**config.mk**
```make
export PLATFORM = sky130hd
export DESIGN_NAME = cardSpiLink
export DESIGN_NICKNAME = d
export VERILOG_FILES = /design/src/rtl/cardSpiPkg.sv /design/src/rtl/cardSpiDatapath.sv /design/src/rtl/cardSpiControl.sv /design/src/rtl/cardSpiLink.sv
export SDC_FILE = /design/constraint.sdc
export NUM_CORES = 1
export LEC_CHECK = 0
export BUFFER_PORTS_ARGS = -buffer_cell sky130_fd_sc_hd__buf_2
export CORE_UTILIZATION = 30
export CTS_BUF_LIST = sky130_fd_sc_hd__clkbuf_16
export DETAILED_ROUTE_END_ITERATION = 8
export SETUP_SLACK_MARGIN = 0.5
export SLEW_MARGIN = 20
export SYNTH_ARGS = -nofsm -noshare
export SYNTH_HDL_FRONTEND = slang
export SYNTH_SLANG_ARGS = --single-unit
```
**constraint.sdc**
```tcl
create_clock -name clk -period 4.05 [get_ports clk]
set_input_delay 0.6075 -clock clk [delete_from_list [all_inputs] [get_ports clk]]
set_output_delay 0.6075 -clock clk [all_outputs]
set_load 0.05 [all_outputs]
```
**src/rtl/cardSpiPkg.sv**
```systemverilog
package cardSpiPkg;

  typedef struct packed {
    logic loadTx;   // load a new byte into the transmit shifter
    logic rxEn;     // shift received bits and report byte completion
    logic count;    // advance the slot bit counter on rising edges
    logic bitClr;   // restart slot framing (select changed)
  } linkCtl_t;

  typedef enum logic [2:0] {
    ST_IDLE,
    ST_SEND,
    ST_HUNT,
    ST_DATA,
    ST_CRC
  } linkState_e;

endpackage

```
**src/rtl/cardSpiDatapath.sv**
```systemverilog
module cardSpiDatapath
  import cardSpiPkg::*;
#(
  parameter int BYTE_BITS = 8
) (
  input  logic                 clk,
  input  logic                 rstN,
  input  logic                 cardClk,
  input  logic                 cardDin,
  input  logic [BYTE_BITS-1:0] txByte,
  input  linkCtl_t             ctl,
  output logic                 fall,
  output logic                 rise,
  output logic                 atBoundary,
  output logic                 byteDone,
  output logic [BYTE_BITS-1:0] rxByte,
  output logic                 cardDout
);

  localparam int CNT_W = $clog2(BYTE_BITS);
  localparam logic [CNT_W-1:0] LAST_BIT = CNT_W'(BYTE_BITS - 1);

  logic                 clkPrev;
  logic [CNT_W-1:0]     bitCnt;
  logic [BYTE_BITS-1:0] txSh;
  logic [BYTE_BITS-1:0] rxSh;

  assign fall       = clkPrev & ~cardClk;
  assign rise       = ~clkPrev & cardClk;
  assign atBoundary = (bitCnt == '0);
  assign byteDone   = rise & ctl.rxEn & (bitCnt == LAST_BIT);
  assign rxByte     = {rxSh[BYTE_BITS-2:0], cardDin};

  always_ff @(posedge clk) begin
    if (!rstN) begin
      clkPrev <= 1'b0;
      bitCnt  <= '0;
      txSh    <= '1;
      rxSh    <= '1;
      cardDout <= 1'b1;
    end else begin
      clkPrev <= cardClk;
      if (ctl.bitClr) begin
        bitCnt <= '0;
      end else if (rise && ctl.count) begin
        bitCnt <= (bitCnt == LAST_BIT) ? '0 : bitCnt + 1'b1;
      end
      if (ctl.bitClr) begin
        txSh     <= '1;
        cardDout <= 1'b1;
      end else if (ctl.loadTx) begin
        cardDout <= txByte[BYTE_BITS-1];
        txSh     <= {txByte[BYTE_BITS-2:0], 1'b1};
      end else if (fall) begin
        cardDout <= txSh[BYTE_BITS-1];
        txSh     <= {txSh[BYTE_BITS-2:0], 1'b1};
      end
      if (rise && ctl.rxEn) begin
        rxSh <= {rxSh[BYTE_BITS-2:0], cardDin};
      end
    end
  end

  AST_BIT_WRAP: assert property (@(posedge clk) disable iff (!rstN)
    (rise && ctl.count && !ctl.bitClr && bitCnt == LAST_BIT) |=> (bitCnt == '0));

endmodule

```
**src/rtl/cardSpiControl.sv**
```systemverilog
module cardSpiControl
  import cardSpiPkg::*;
#(
  parameter int BYTE_BITS   = 8,
  parameter int DATA_BYTES  = 4,
  parameter int CRC_BYTES   = 2,
  parameter logic [BYTE_BITS-1:0] START_TOKEN = 8'hFE
) (
  input  logic                 clk,
  input  logic                 rstN,
  input  logic                 cfgWr,
  input  logic [3:0]           cfgData,
  input  logic                 sendReq,
  input  logic [BYTE_BITS-1:0] sendByte,
  input  logic                 readReq,
  input  logic                 clrDone,
  input  logic                 clrErr,
  input  logic                 fall,
  input  logic                 rise,
  input  logic                 atBoundary,
  input  logic                 byteDone,
  input  logic [BYTE_BITS-1:0] rxByte,
  output linkCtl_t             ctl,
  output logic [BYTE_BITS-1:0] txByte,
  output logic [1:0]           csN,
  output logic                 busy,
  output logic                 rxValid,
  output logic [BYTE_BITS-1:0] rxData,
  output logic                 statDone,
  output logic                 statErr,
  output logic [BYTE_BITS-1:0] errToken
);

  localparam int TOTAL = DATA_BYTES + CRC_BYTES + 1;
  localparam int IDX_W = $clog2(TOTAL);
  localparam logic [IDX_W-1:0] LAST_DATA = IDX_W'(DATA_BYTES - 1);
  localparam logic [IDX_W-1:0] LAST_CRC  = IDX_W'(CRC_BYTES - 1);

  logic       cfgSpiEn, cfgCsEn, cfgSel, cfgCrc;
  logic [1:0] selNext;
  logic       selected, csChange, startOp, isErrTok;
  logic       sendPend, readPend;
  logic [IDX_W-1:0] byteIdx;
  linkState_e state;

  assign selNext  = (cfgSpiEn && cfgCsEn) ? (cfgSel ? 2'b01 : 2'b10) : 2'b11;
  assign selected = (csN != 2'b11);
  assign csChange = fall && (selNext != csN);
  assign startOp  = fall && atBoundary && selected && !csChange &&
                    (state == ST_IDLE) && (sendPend || readPend);
  assign isErrTok = (rxByte[BYTE_BITS-1:BYTE_BITS-3] == 3'b000) && (rxByte != '0);
  assign busy     = (state != ST_IDLE) || sendPend || readPend;

  always_comb begin
    ctl.loadTx = startOp && sendPend;
    ctl.rxEn   = (state != ST_IDLE);
    ctl.count  = selected;
    ctl.bitClr = csChange;
  end

  always_ff @(posedge clk) begin
    if (!rstN) begin
      {cfgCrc, cfgSel, cfgCsEn, cfgSpiEn} <= 4'b0000;
      csN      <= 2'b11;
      sendPend <= 1'b0;
      readPend <= 1'b0;
      txByte   <= '0;
      state    <= ST_IDLE;
      byteIdx  <= '0;
      rxValid  <= 1'b0;
      rxData   <= '0;
      statDone <= 1'b0;
      statErr  <= 1'b0;
      errToken <= '0;
    end else begin
      rxValid <= 1'b0;
      if (clrDone) statDone <= 1'b0;
      if (clrErr)  statErr  <= 1'b0;
      if (cfgWr) {cfgCrc, cfgSel, cfgCsEn, cfgSpiEn} <= cfgData;
      if (fall) csN <= selNext;
      if (sendReq && !busy) begin
        sendPend <= 1'b1;
        txByte   <= sendByte;
      end else if (readReq && !busy) begin
        readPend <= 1'b1;
      end
      if (csChange) begin
        state <= ST_IDLE;
      end else if (startOp) begin
        byteIdx <= '0;
        if (sendPend) begin
          state    <= ST_SEND;
          sendPend <= 1'b0;
        end else begin
          state    <= ST_HUNT;
          readPend <= 1'b0;
        end
      end else if (byteDone) begin
        case (state)
          ST_SEND: state <= ST_IDLE;
          ST_HUNT: begin
            if (rxByte == START_TOKEN) begin
              state <= ST_DATA;
            end else if (isErrTok) begin
              state    <= ST_IDLE;
              statErr  <= 1'b1;
              errToken <= rxByte;
            end
          end
          ST_DATA: begin
            rxValid <= 1'b1;
            rxData  <= rxByte;
            if (byteIdx == LAST_DATA) begin
              byteIdx <= '0;
              if (cfgCrc && CRC_BYTES > 0) begin
                state <= ST_CRC;
              end else begin
                state    <= ST_IDLE;
                statDone <= 1'b1;
              end
            end else begin
              byteIdx <= byteIdx + 1'b1;
            end
          end
          ST_CRC: begin
            if (byteIdx == LAST_CRC) begin
              state    <= ST_IDLE;
              statDone <= 1'b1;
            end else begin
              byteIdx <= byteIdx + 1'b1;
            end
          end
          default: state <= ST_IDLE;
        endcase
      end
    end
  end

  AST_CS_EXCLUSIVE: assert property (@(posedge clk) disable iff (!rstN)
    csN != 2'b00);
  AST_CS_ON_FALL: assert property (@(posedge clk) disable iff (!rstN)
    !fall |=> $stable(csN));
  AST_CS_NEEDS_EN: assert property (@(posedge clk) disable iff (!rstN)
    (fall && !(cfgSpiEn && cfgCsEn)) |=> (csN == 2'b11));
  AST_ERR_ENDS_READ: assert property (@(posedge clk) disable iff (!rstN)
    $rose(statErr) |-> (state == ST_IDLE));
  AST_DONE_STICKY: assert property (@(posedge clk) disable iff (!rstN)
    (statDone && !clrDone) |=> statDone);
  AST_NO_RX_IN_HUNT: assert property (@(posedge clk) disable iff (!rstN)
    (state == ST_HUNT) |=> !rxValid);

endmodule

```
**src/rtl/cardSpiLink.sv**
```systemverilog
module cardSpiLink
  import cardSpiPkg::*;
#(
  parameter int BYTE_BITS  = 8,
  parameter int DATA_BYTES = 4,
  parameter int CRC_BYTES  = 2,
  parameter logic [BYTE_BITS-1:0] START_TOKEN = 8'hFE
) (
  input  logic                 clk,
  input  logic                 rstN,
  input  logic                 cfgWr,
  input  logic [3:0]           cfgData,
  input  logic                 sendReq,
  input  logic [BYTE_BITS-1:0] sendByte,
  input  logic                 readReq,
  input  logic                 clrDone,
  input  logic                 clrErr,
  input  logic                 cardClk,
  input  logic                 cardDin,
  output logic                 cardDout,
  output logic [1:0]           csN,
  output logic                 busy,
  output logic                 rxValid,
  output logic [BYTE_BITS-1:0] rxData,
  output logic                 statDone,
  output logic                 statErr,
  output logic [BYTE_BITS-1:0] errToken
);

  linkCtl_t             ctl;
  logic                 fall, rise, atBoundary, byteDone;
  logic [BYTE_BITS-1:0] rxByte, txByte;

  cardSpiControl #(
    .BYTE_BITS(BYTE_BITS), .DATA_BYTES(DATA_BYTES),
    .CRC_BYTES(CRC_BYTES), .START_TOKEN(START_TOKEN)
  ) uCtrl (
    .clk(clk), .rstN(rstN), .cfgWr(cfgWr), .cfgData(cfgData),
    .sendReq(sendReq), .sendByte(sendByte), .readReq(readReq),
    .clrDone(clrDone), .clrErr(clrErr), .fall(fall), .rise(rise),
    .atBoundary(atBoundary), .byteDone(byteDone), .rxByte(rxByte),
    .ctl(ctl), .txByte(txByte), .csN(csN), .busy(busy),
    .rxValid(rxValid), .rxData(rxData), .statDone(statDone),
    .statErr(statErr), .errToken(errToken)
  );

  cardSpiDatapath #(.BYTE_BITS(BYTE_BITS)) uPath (
    .clk(clk), .rstN(rstN), .cardClk(cardClk), .cardDin(cardDin),
    .txByte(txByte), .ctl(ctl), .fall(fall), .rise(rise),
    .atBoundary(atBoundary), .byteDone(byteDone), .rxByte(rxByte),
    .cardDout(cardDout)
  );

endmodule

```
==> Word-level counts from Yosys, hierarchy flattened <==
Index checks and enable logic that the tools add are counted.
{ "classes": {"addsub": 2, "eq_ne": 13, "mux": 46, "bitwise": 11, "reduce_logical": 32} }
{ "op_table": {"columns": ["cell", "count"], "rows": [
  ["$mux W3", 12],
  ["$mux W1", 26],
  ["$mux W8", 2],
  ["$logic_and A1 B1 Y1", 13],
  ["$reduce_and A4 Y1", 3],
  ["$eq A3 B2 Y1 const B", 3],
  ["$logic_not A3 Y1", 3],
  ["$pmux W3 S3", 1],
  ["$eq A8 B8 Y1 const B", 1],
  ["$reduce_bool A8 Y1", 1],
  ["$not A1 Y1", 7],
  ["$add A3 B1 Y3 const B", 2],
  ["$eq A3 B3 Y1 const B", 2],
  ["$mux W2", 3],
  ["$ne A3 B1 Y1 const B", 2],
  ["$pmux W3 S2", 1],
  ["$reduce_and A6 Y1", 1],
  ["$reduce_bool A3 Y1", 2],
  ["$and A1 B1 Y1", 4],
  ["$ne A4 B1 Y1 const B", 1],
  ["$reduce_bool A2 Y1", 2],
  ["$reduce_or A4 Y1", 1],
  ["$eq A3 B1 Y1 const B", 1],
  ["$logic_or A1 B1 Y1", 3],
  ["other kinds (6)", 7]
]} }
{ "word_totals": {"regBits": 60, "inputBits": 21, "out_inout_bits": 23, "wordCells": 124} }

==> Longest topological paths before layout <==
Gate-level depths: netlist of run 1.
{ "logic_depth": {"depth_word": 10, "ltp_mapped": 8, "mapped_depth_nobuf": 7} }

==> Cells and area by module <==
From an unflattened synthesis of run 1, not the netlist that was laid out.
{ "hier_totals": {"cells_unflattened": 311, "hier_area_um2": 2740.1} }
{ "modules_own_cells": {"columns": ["mod", "n_inst", "cells_each", "area_each_um2", "seq_area_each_um2"], "rows": [
  ["cardSpiControl", 1, 211, 1868.0, 820.8],
  ["cardSpiDatapath", 1, 100, 872.1, 380.4]
]} }

==> Least setup slack after synthesis of run 1 <==
No wires, ideal clock.
{ "synth_path": {"kind": "input-to-reg", "from": "input cardClk", "to": "register uPath.txSh[1]", "setup_ns": 0.138, "arrival_time_ns": 1.865, "required_time_ns": 3.912, "setup_slack_ns": 2.047, "path_stages": 7, "n_path_buf": 2, "cell_sequence": "or2b_2 -> buf_6 -> nor4_4 -> a21boi_4 -> buf_6 -> nor3b_2 -> o21ai_1"} }
{ "synth_via": {"elab_chain_len": 9, "word_cells_on_any_way": 13, "cone_classes": "mux: 1; bitwise: 2; reduce/logical: 10"} }
{ "synth_rtl": {"columns": ["element", "line", "text"], "rows": [
  ["start, declared", "cardSpiLink.sv:18", "input logic cardClk,"],
  ["$not A1 Y1 (*)", "cardSpiDatapath.sv:28", "assign fall = clkPrev & ~cardClk;"],
  ["$and A1 B1 Y1 (*)", "cardSpiDatapath.sv:28", null],
  ["$logic_and A1 B1 Y1 (on tied branches)", "cardSpiControl.sv:49, cardSpiControl.sv:48", null],
  ["$logic_and A1 B1 Y1 / $logic_not A1 Y1 (equally long branches)", "cardSpiControl.sv:49", "assign startOp = fall && atBoundary && selected && !csChange &&"],
  ["$logic_and A1 B1 Y1 (2 in a row)", "cardSpiControl.sv:49", null],
  ["$logic_and A1 B1 Y1", "cardSpiControl.sv:50", "(state == ST_IDLE) && (sendPend || readPend);"],
  ["$logic_and A1 B1 Y1", "cardSpiControl.sv:55", "ctl.loadTx = startOp && sendPend;"],
  ["$mux W8 / $reduce_bool A2 Y1 (equally long branches)", null, null],
  ["end signal, assigned", "cardSpiDatapath.sv:53", "txSh <= {txByte[BYTE_BITS-2:0], 1'b1};"],
  ["end signal, assigned", "cardSpiDatapath.sv:56", "txSh <= {txSh[BYTE_BITS-2:0], 1'b1};"],
  ["end, declared", "cardSpiDatapath.sv:25", "logic [BYTE_BITS-1:0] txSh;"]
]} }
Mark *: on every way between the ends. The rest lies on a longest branch, timed or not.
A chain may end at the register's enable or synchronous reset.

==> Final worst setup path of run 1 <==
{ "layout_path": {"from": "register uCtrl.state[2]", "to": "output busy"} }
{ "layout_via": {"elab_chain_len": 3} }
{ "layout_rtl": {"columns": ["element", "line", "text"], "rows": [
  ["start, declared", "cardSpiControl.sv:44", "linkState_e state;"],
  ["start signal, assigned", "cardSpiControl.sv:68", "state <= ST_IDLE;"],
  ["start signal, assigned", "cardSpiControl.sv:88", "state <= ST_IDLE;"],
  ["start signal, assigned", "cardSpiControl.sv:92", "state <= ST_SEND;"],
  ["$reduce_bool A3 Y1", "cardSpiControl.sv:52", "assign busy = (state != ST_IDLE) || sendPend || readPend;"],
  ["$logic_or A1 B1 Y1 (2 in a row)", "cardSpiControl.sv:52", null],
  ["end, declared", "cardSpiLink.sv:22", "output logic busy,"]
]} }
Every way passes these cells.

==> reports/qor.csv, run 1 <==
metric,value,unit
syn2layout_area_growth,21.65,%
critPathCaptureType,output port,
hold_viol_final,0,
status,finished clean,
critPathMaxStageDelay,0.45,ns
met2_usage,21.85,%
syn_avg_cell_area,9.024,um^2
fin_crit,2.386,ns
clk_path_buf_depth,2,
syn_inst,292,
drc,0,
cp_max_fo,11,
clk-insertion-delay-late,0.32,ns
grt_setup_unrepaired,no,
startpoint_type,flip-flop,
postCtsSetupRepairBufs,0,
grt_use_met3,5.213,%
final_layout_size_suffix_gt1_share,21.11,%
synth_top_cell_area_share,45.58,%
grt_overflow,0,
top_usage_layer,met2,
whs_path_depth,2,
reg2reg_from,uCtrl.state[2]$_SDFFE_PP0P_,
grt_usage,15.03,%
synth.area.top_cells,"dfxtp_1 (46%), mux2i_1 (6.5%), nand2_1 (5.7%), nor2_1 (4.1%), nand3_1 (3.6%)",
rows,33,
drtIter0Drc,129,
grt_pass1_vias,2110,
avgViaCountPerCell,5.029,
syn_nets,318,
dr.pass1.iters,4,
fin_crit_sh,58.92,%
fillers,855,
hpwl,4327,um
gp_congestion,0.8301,
cts_buffers,9,
dp_slack,1.703,ns
cts-root-buf,clkbuf_16,
leakage,1.357,nW
crit_path_start,uCtrl.state[2]$_SDFFE_PP0P_,
fin_tns_setup,0,ns
final_area,0.003206,mm^2
maxCapViolCount,0,
cts_htree_levels,3,
antenna_left,0,
hold_path.class,flip-flop to flip-flop,
antenna_found_initial,0,
pin_count,44,
grt_max_degree,36,
reg2reg_depth,5,
skew,0.005066,ns
worst_slack,1.664,ns
crit_slowest_cell,or3_4,
start_util,31.59,%
clk_pin_slew,0.05,ns
post_cts_resized,0,
drv_slew,0,
nets,363,
cts_sinks,60,
max-slew-margin-rel,61.26,%
cts.hold.buffers_added,0,
cts_tree,done,
die_height,95.72,um
worstReg2RegEnd,uPath.txSh[7]$_SDFFE_PP1P_,
yosys.area.top_type,dfxtp_1,
vias,2243,
ys_seq_area_share,45.58,%
worstPathCellList,or3_4 > nor3_1 > buf_4 > inv_1 > buf_2,
fmax,0.4191,GHz
synth_edf_count,0,
drt-wirelength-per-cell,13.92,um
setup_violations,0,
port_buffers,43,
arrival,1.78,ns
min_to,uPath.bitCnt[2]$_SDFFE_PP0P_,
die_area,0.009162,mm^2
grt_pass1_wl,10340,um
use_met1,20.05,%
dpl_cell_area,0.002932,mm^2
ys_types,52,
crit_type,flip-flop to output port,
die_x,95.72,um
ys_async_sr_fraction,0,%
max-vdd-ir-drop,0.0001917,V
powerDensity,448.8,mW/mm^2
tightest_slew,0.5772,ns
routed_wirelength,6209,um
synth_area,0.002635,mm^2
r2r_slack,2.02,ns
fin_util,38.43,%
coreArea,0.008341,mm^2
synth_ff_type,dfxtp_1,
n_antenna_cell,0,
hp-start,uPath.bitCnt[2]$_SDFFE_PP0P_,
ys_ff_latch,60,
yosys_warnings,0,
crit_required,3.44,ns
## worst max-delay path, delay by kind of cell (launching register included)
kind	cells	cell delay, ns
buffers and inverters	3	0.45
flip-flops	1	0.36
AND/OR/NAND/NOR	2	0.64
## cell usage in the layout, fill, tap and decap left out, drive strengths merged, types with 2 or more instances in the layout
cell type   n
and2        4
or3b        2
nand2      40
nor3        5
and3b       2
o21a        2
a21oi      17
dfxtp      60
ha          5
a211oi      5
clkinv      4
nor2b       3
clkbuf      9
nand3b      2
inv        18
or3         4
nor3b       8
a32oi       8
o21ai       5
nand3      19
buf        46
mux2i      17
nor2       30
nor4        2
o211ai      9
## synthesized netlist by cell type, drive strengths merged (7+ instances only)
cell type / count
dfxtp: 60
nand2: 40
nor2: 30
nand3: 19
a21oi: 17
mux2i: 17
inv: 16
o211ai: 9
a32oi: 8
nor3b: 8
clkbuf: 7
## sequential cells by signal, indices dropped and copies added (netlist names)
name / count
uCtrl.byteIdx: 3
uCtrl.cfgCrc: 1
uCtrl.cfgCsEn: 1
uCtrl.cfgSel: 1
uCtrl.cfgSpiEn: 1
uCtrl.csN: 2
uCtrl.errToken: 8
uCtrl.readPend: 1
uCtrl.rxData: 8
uCtrl.rxValid: 1
uCtrl.sendPend: 1
uCtrl.statDone: 1
uCtrl.statErr: 1
uCtrl.state: 3
uCtrl.txByte: 8
uPath.bitCnt: 3
uPath.cardDout: 1
uPath.clkPrev: 1
uPath.rxSh: 7
uPath.txSh: 7
## per-layer routing
metal	part of all wire, %	vias up
met5	0	-
met4	1.7	0
met2	44	55
met1	49	1059
li1	-	1117
met3	5.2	12
## through the flow
| step | instances | total power, W | hold WS, ns |
|---|---|---|---|
| after detailed placement | 431 | 0.0007438 | 0.4652 |
| after global placement | 431 | 0.0007403 | 0.4584 |
| after CTS | 446 | 0.001454 | 0.4716 |
| final | 446 | 0.001439 | 0.4696 |
| after global routing | 446 | 0.001492 | 0.4808 |
| after floorplan | 292 | 0.0007121 | 0.4365 |
## final cells by class
type	count	area [um^2]	share of cell area, %
repair buffers	46	237.7	7.416
clock inverters	6	48.80	1.522
multi-input cells	203	1297	40.48
well taps	105	131.4	4.098
flip-flops and latches	60	1201	37.47
clock buffers	9	225.2	7.026
inverters	17	63.81	1.991
## worst max-delay path by stage
stage	end	slack, ns
detailed placement	uPath.txSh[3]$_SDFFE_PP1P_	1.70
CTS	busy	1.66
floorplan	uPath.txSh[1]$_SDFFE_PP1P_	2.05
global placement	uPath.txSh[2]$_SDFFE_PP1P_	1.75
global route	busy	1.57
finish	busy	1.66
## power breakdown
part	leakage (nW)	internal, W	switching [W]
Sequential	0.488	0.000612	0.0000192
Clock	0.140	0.000460	0.000245
Combinational	0.729	0.0000371	0.0000647
Total	1.36	0.00111	0.000329
## logic make-up after synthesis
family | after synthesis | synth area share (%)
AO/OA/AOI/OAI | 55 | 16.00
flip-flops | 60 | 45.58
AND/OR/NAND/NOR | 126 | 24.41
buffers and inverters | 29 | 5.175
adder cells (fa/ha/maj) | 5 | 2.374
multiplexers | 17 | 6.458
(Power assumes the default switching activity.)
==> run 2, diff against run 1 <==
Clock period 4.05 ns to 2.19 ns, I/O delays scaled along.
==> run 2 against run 1 <==
Register-to-register slack worse by 1.6 ns. Die area unchanged. First-iteration DRC count down 27%. Total power is 80% higher. Largest cell class unchanged. Largest power group unchanged.
==> reports/qor.csv, run 2 (same netlist as run 1, synthesis figures left out) <==
metric,value,unit,change
cts_buffers,9,,unchanged
routed_wirelength,6403,um,was 6209 um
crit_slowest_cell,or3_4,,unchanged
die_area,0.009162,mm^2,unchanged
critPathTopFamily,simple AND/OR/NAND/NOR gates,,unchanged
setup_violations,0,,unchanged
clk_pin_slew,0.05,ns,about the same
n_antenna_cell,0,,unchanged
drc,0,,unchanged
layout_commonest_cell,dfxtp_1,,unchanged
whs,0.2352,ns,was 0.4696 ns
die_height,95.72,um,unchanged
drv_slew,0,,unchanged
cts_tree,done,,unchanged
startpoint_type,flip-flop,,unchanged
grt_pass1_wl,10650,um,"was 10,340 um"
clk-insertion-delay-late,0.33,ns,was 0.32 ns
max-vdd-ir-drop,0.0003283,V,was 0.0001917 V
grt_setup_unrepaired,yes,,was no
cts_sinks,60,,unchanged
cp_num_buf_inv,3,,unchanged
rows,33,,unchanged
antenna_found_initial,0,,unchanged
critPathMaxStageDelay,0.43,ns,was 0.45 ns
tightest_slew,0.4307,ns,was 0.5772 ns
avgViaCountPerCell,4.957,,was 5.029
antenna_left,0,,unchanged
dr.pass1.iters,4,,unchanged
arrival,1.55,ns,was 1.78 ns
fin_crit_sh,85.84,%,
reg_top3,"uCtrl.errToken (8), uCtrl.rxData (8), uCtrl.txByte (8)",,unchanged
drtIter0Drc,94,,was 129
fin_tns_setup,0,ns,unchanged
maxCapViolCount,0,,unchanged
leakage,1.495,nW,was 1.357 nW
status,finished clean,,unchanged
gp_congestion,0.7224,,was 0.8301
skew,0.003453,ns,was 0.005066 ns
start_util,31.59,%,unchanged
powerDensity,729.5,mW/mm^2,was 448.8 mW/mm^2
fillers,819,,was 855
cts-root-buf,clkbuf_16,,unchanged
max-slew-margin-rel,71.25,%,was 61.26%
vias,2305,,"was 2,243"
nets,382,,was 363
crit_required,1.86,ns,was 3.44 ns
grt_usage,15.54,%,was 15.03%
critPathCaptureType,output port,,unchanged
hold_path.class,primary input to flip-flop,,was flip-flop to flip-flop
grt_pass1_vias,2242,,"was 2,110"
fmax,0.5319,GHz,
cts.hold.buffers_added,0,,unchanged
coreArea,0.008341,mm^2,unchanged
die_x,95.72,um,unchanged
clk_path_buf_depth,2,,unchanged
pin_count,44,,unchanged
hpwl,4342,um,was 4327 um
grt_overflow,0,,unchanged
hold_viol_final,0,,unchanged
drt-wirelength-per-cell,13.77,um,was 13.92 um
syn2layout_area_growth,34.66,%,was 21.65%
worstPathCellList,or3_4 > nor3_4 > buf_4 > inv_1 > buf_6,,was or3_4 > nor3_1 > buf_4 > inv_1 > buf_2
fin_crit,1.880,ns,
final_layout_size_suffix_gt1_share,35.28,%,was 21.11%
grt_max_degree,19,,was 36
cts_htree_levels,3,,unchanged
crit_type,flip-flop to output port,,unchanged
cp_max_fo,7,,was 11
final_cell_mix,"dfxtp_1 (44), buf_2 (42), nand2_1 (37)",,"was dfxtp_1 (60), buf_2 (43), nand2_1 (40)"
port_buffers,43,,unchanged
-- run 2: changes by cell type in the layout (fill, tap and decap cells not counted), moves of 3 or more --
| cell | delta |
|---|---|
| nand2_1 | -3 |
| dfxtp_4 | +5 |
| nor3b_1 | -4 |
| dfxtp_1 | -16 |
| buf_6 | +7 |
| dfxtp_2 | +11 |
| ha_1 | -3 |
| buf_4 | +12 |
-- run 2: layout make-up --
class / instances / area (um^2) / area share (%)
multi-input cells: 203 / 1453 / 40.94
flip-flops and latches: 60 / 1234 / 34.77
clock inverters: 6 / 25.02 / 0.7052
clock buffers: 9 / 225.2 / 6.347
well taps: 105 / 131.4 / 3.702
repair buffers: 65 / 416.7 / 11.74
inverters: 17 / 63.81 / 1.798
-- run 2: path summary, 6_finish.rpt --
| check | cells past startpoint | slack [ns] | end | from |
|---|---|---|---|---|
| worst max-delay path | 5 | 0.31 | busy | uCtrl.state[2]$_SDFFE_PP0P_ |
| worst min-delay path | 3 | 0.24 | uCtrl.cfgCsEn$_SDFFE_PN0P_ | cfgData[1] |
| worst max register to register | 10 | 0.44 | uCtrl.errToken[4]$_SDFFE_PN0P_ | uPath.bitCnt[1]$_SDFFE_PP0P_ |
| worst min register to register | 2 | 0.48 | uCtrl.txByte[4]$_SDFFE_PN0P_ | uCtrl.txByte[4]$_SDFFE_PN0P_ |
-- run 2: metal layers --
metal	vias to the layer above	routed length, um	GRT usage, %
met5	-	0	0
met1	1093	3076	20.19
li1	1164	-	-
met3	12	199	3.239
met4	0	155	9.328
met2	36	2972	23.63
-- run 2: per-stage QoR --
step | util, % | power, W | instance area, um^2 | instances | worst slack, ns
floorplan | - | 0.001318 | 2658 | 292 | 0.5089
global placement | 35.60 | 0.001373 | 2969 | 433 | 0.3028
detailed placement | 35.60 | 0.001378 | 2969 | 433 | 0.2507
CTS | 41.48 | 0.002587 | 3460 | 463 | 0.3192
global route | 42.54 | 0.002678 | 3548 | 465 | 0.2736
finish | 42.54 | 0.002589 | 3548 | 465 | 0.3101
-- run 2: power breakdown --
group / leakage [nW] / switching, W / internal, W
clock network: 0.133 / 0.000473 / 0.000736
registers: 0.489 / 0.0000358 / 0.00113
logic: 0.874 / 0.000130 / 0.0000846
-- run 2: worst min-delay path: stages --
cell	delay [ns]
buf_2	0.07
mux2i_1	0.05
nor2_1	0.07
-- run 2: repair_timing --
item / in CTS / in global routing
setup buffers: 15 / 2
gates resized for setup: 38 / 17
pin swaps: 17 / 11
setup endpoints to repair: 36 / 42
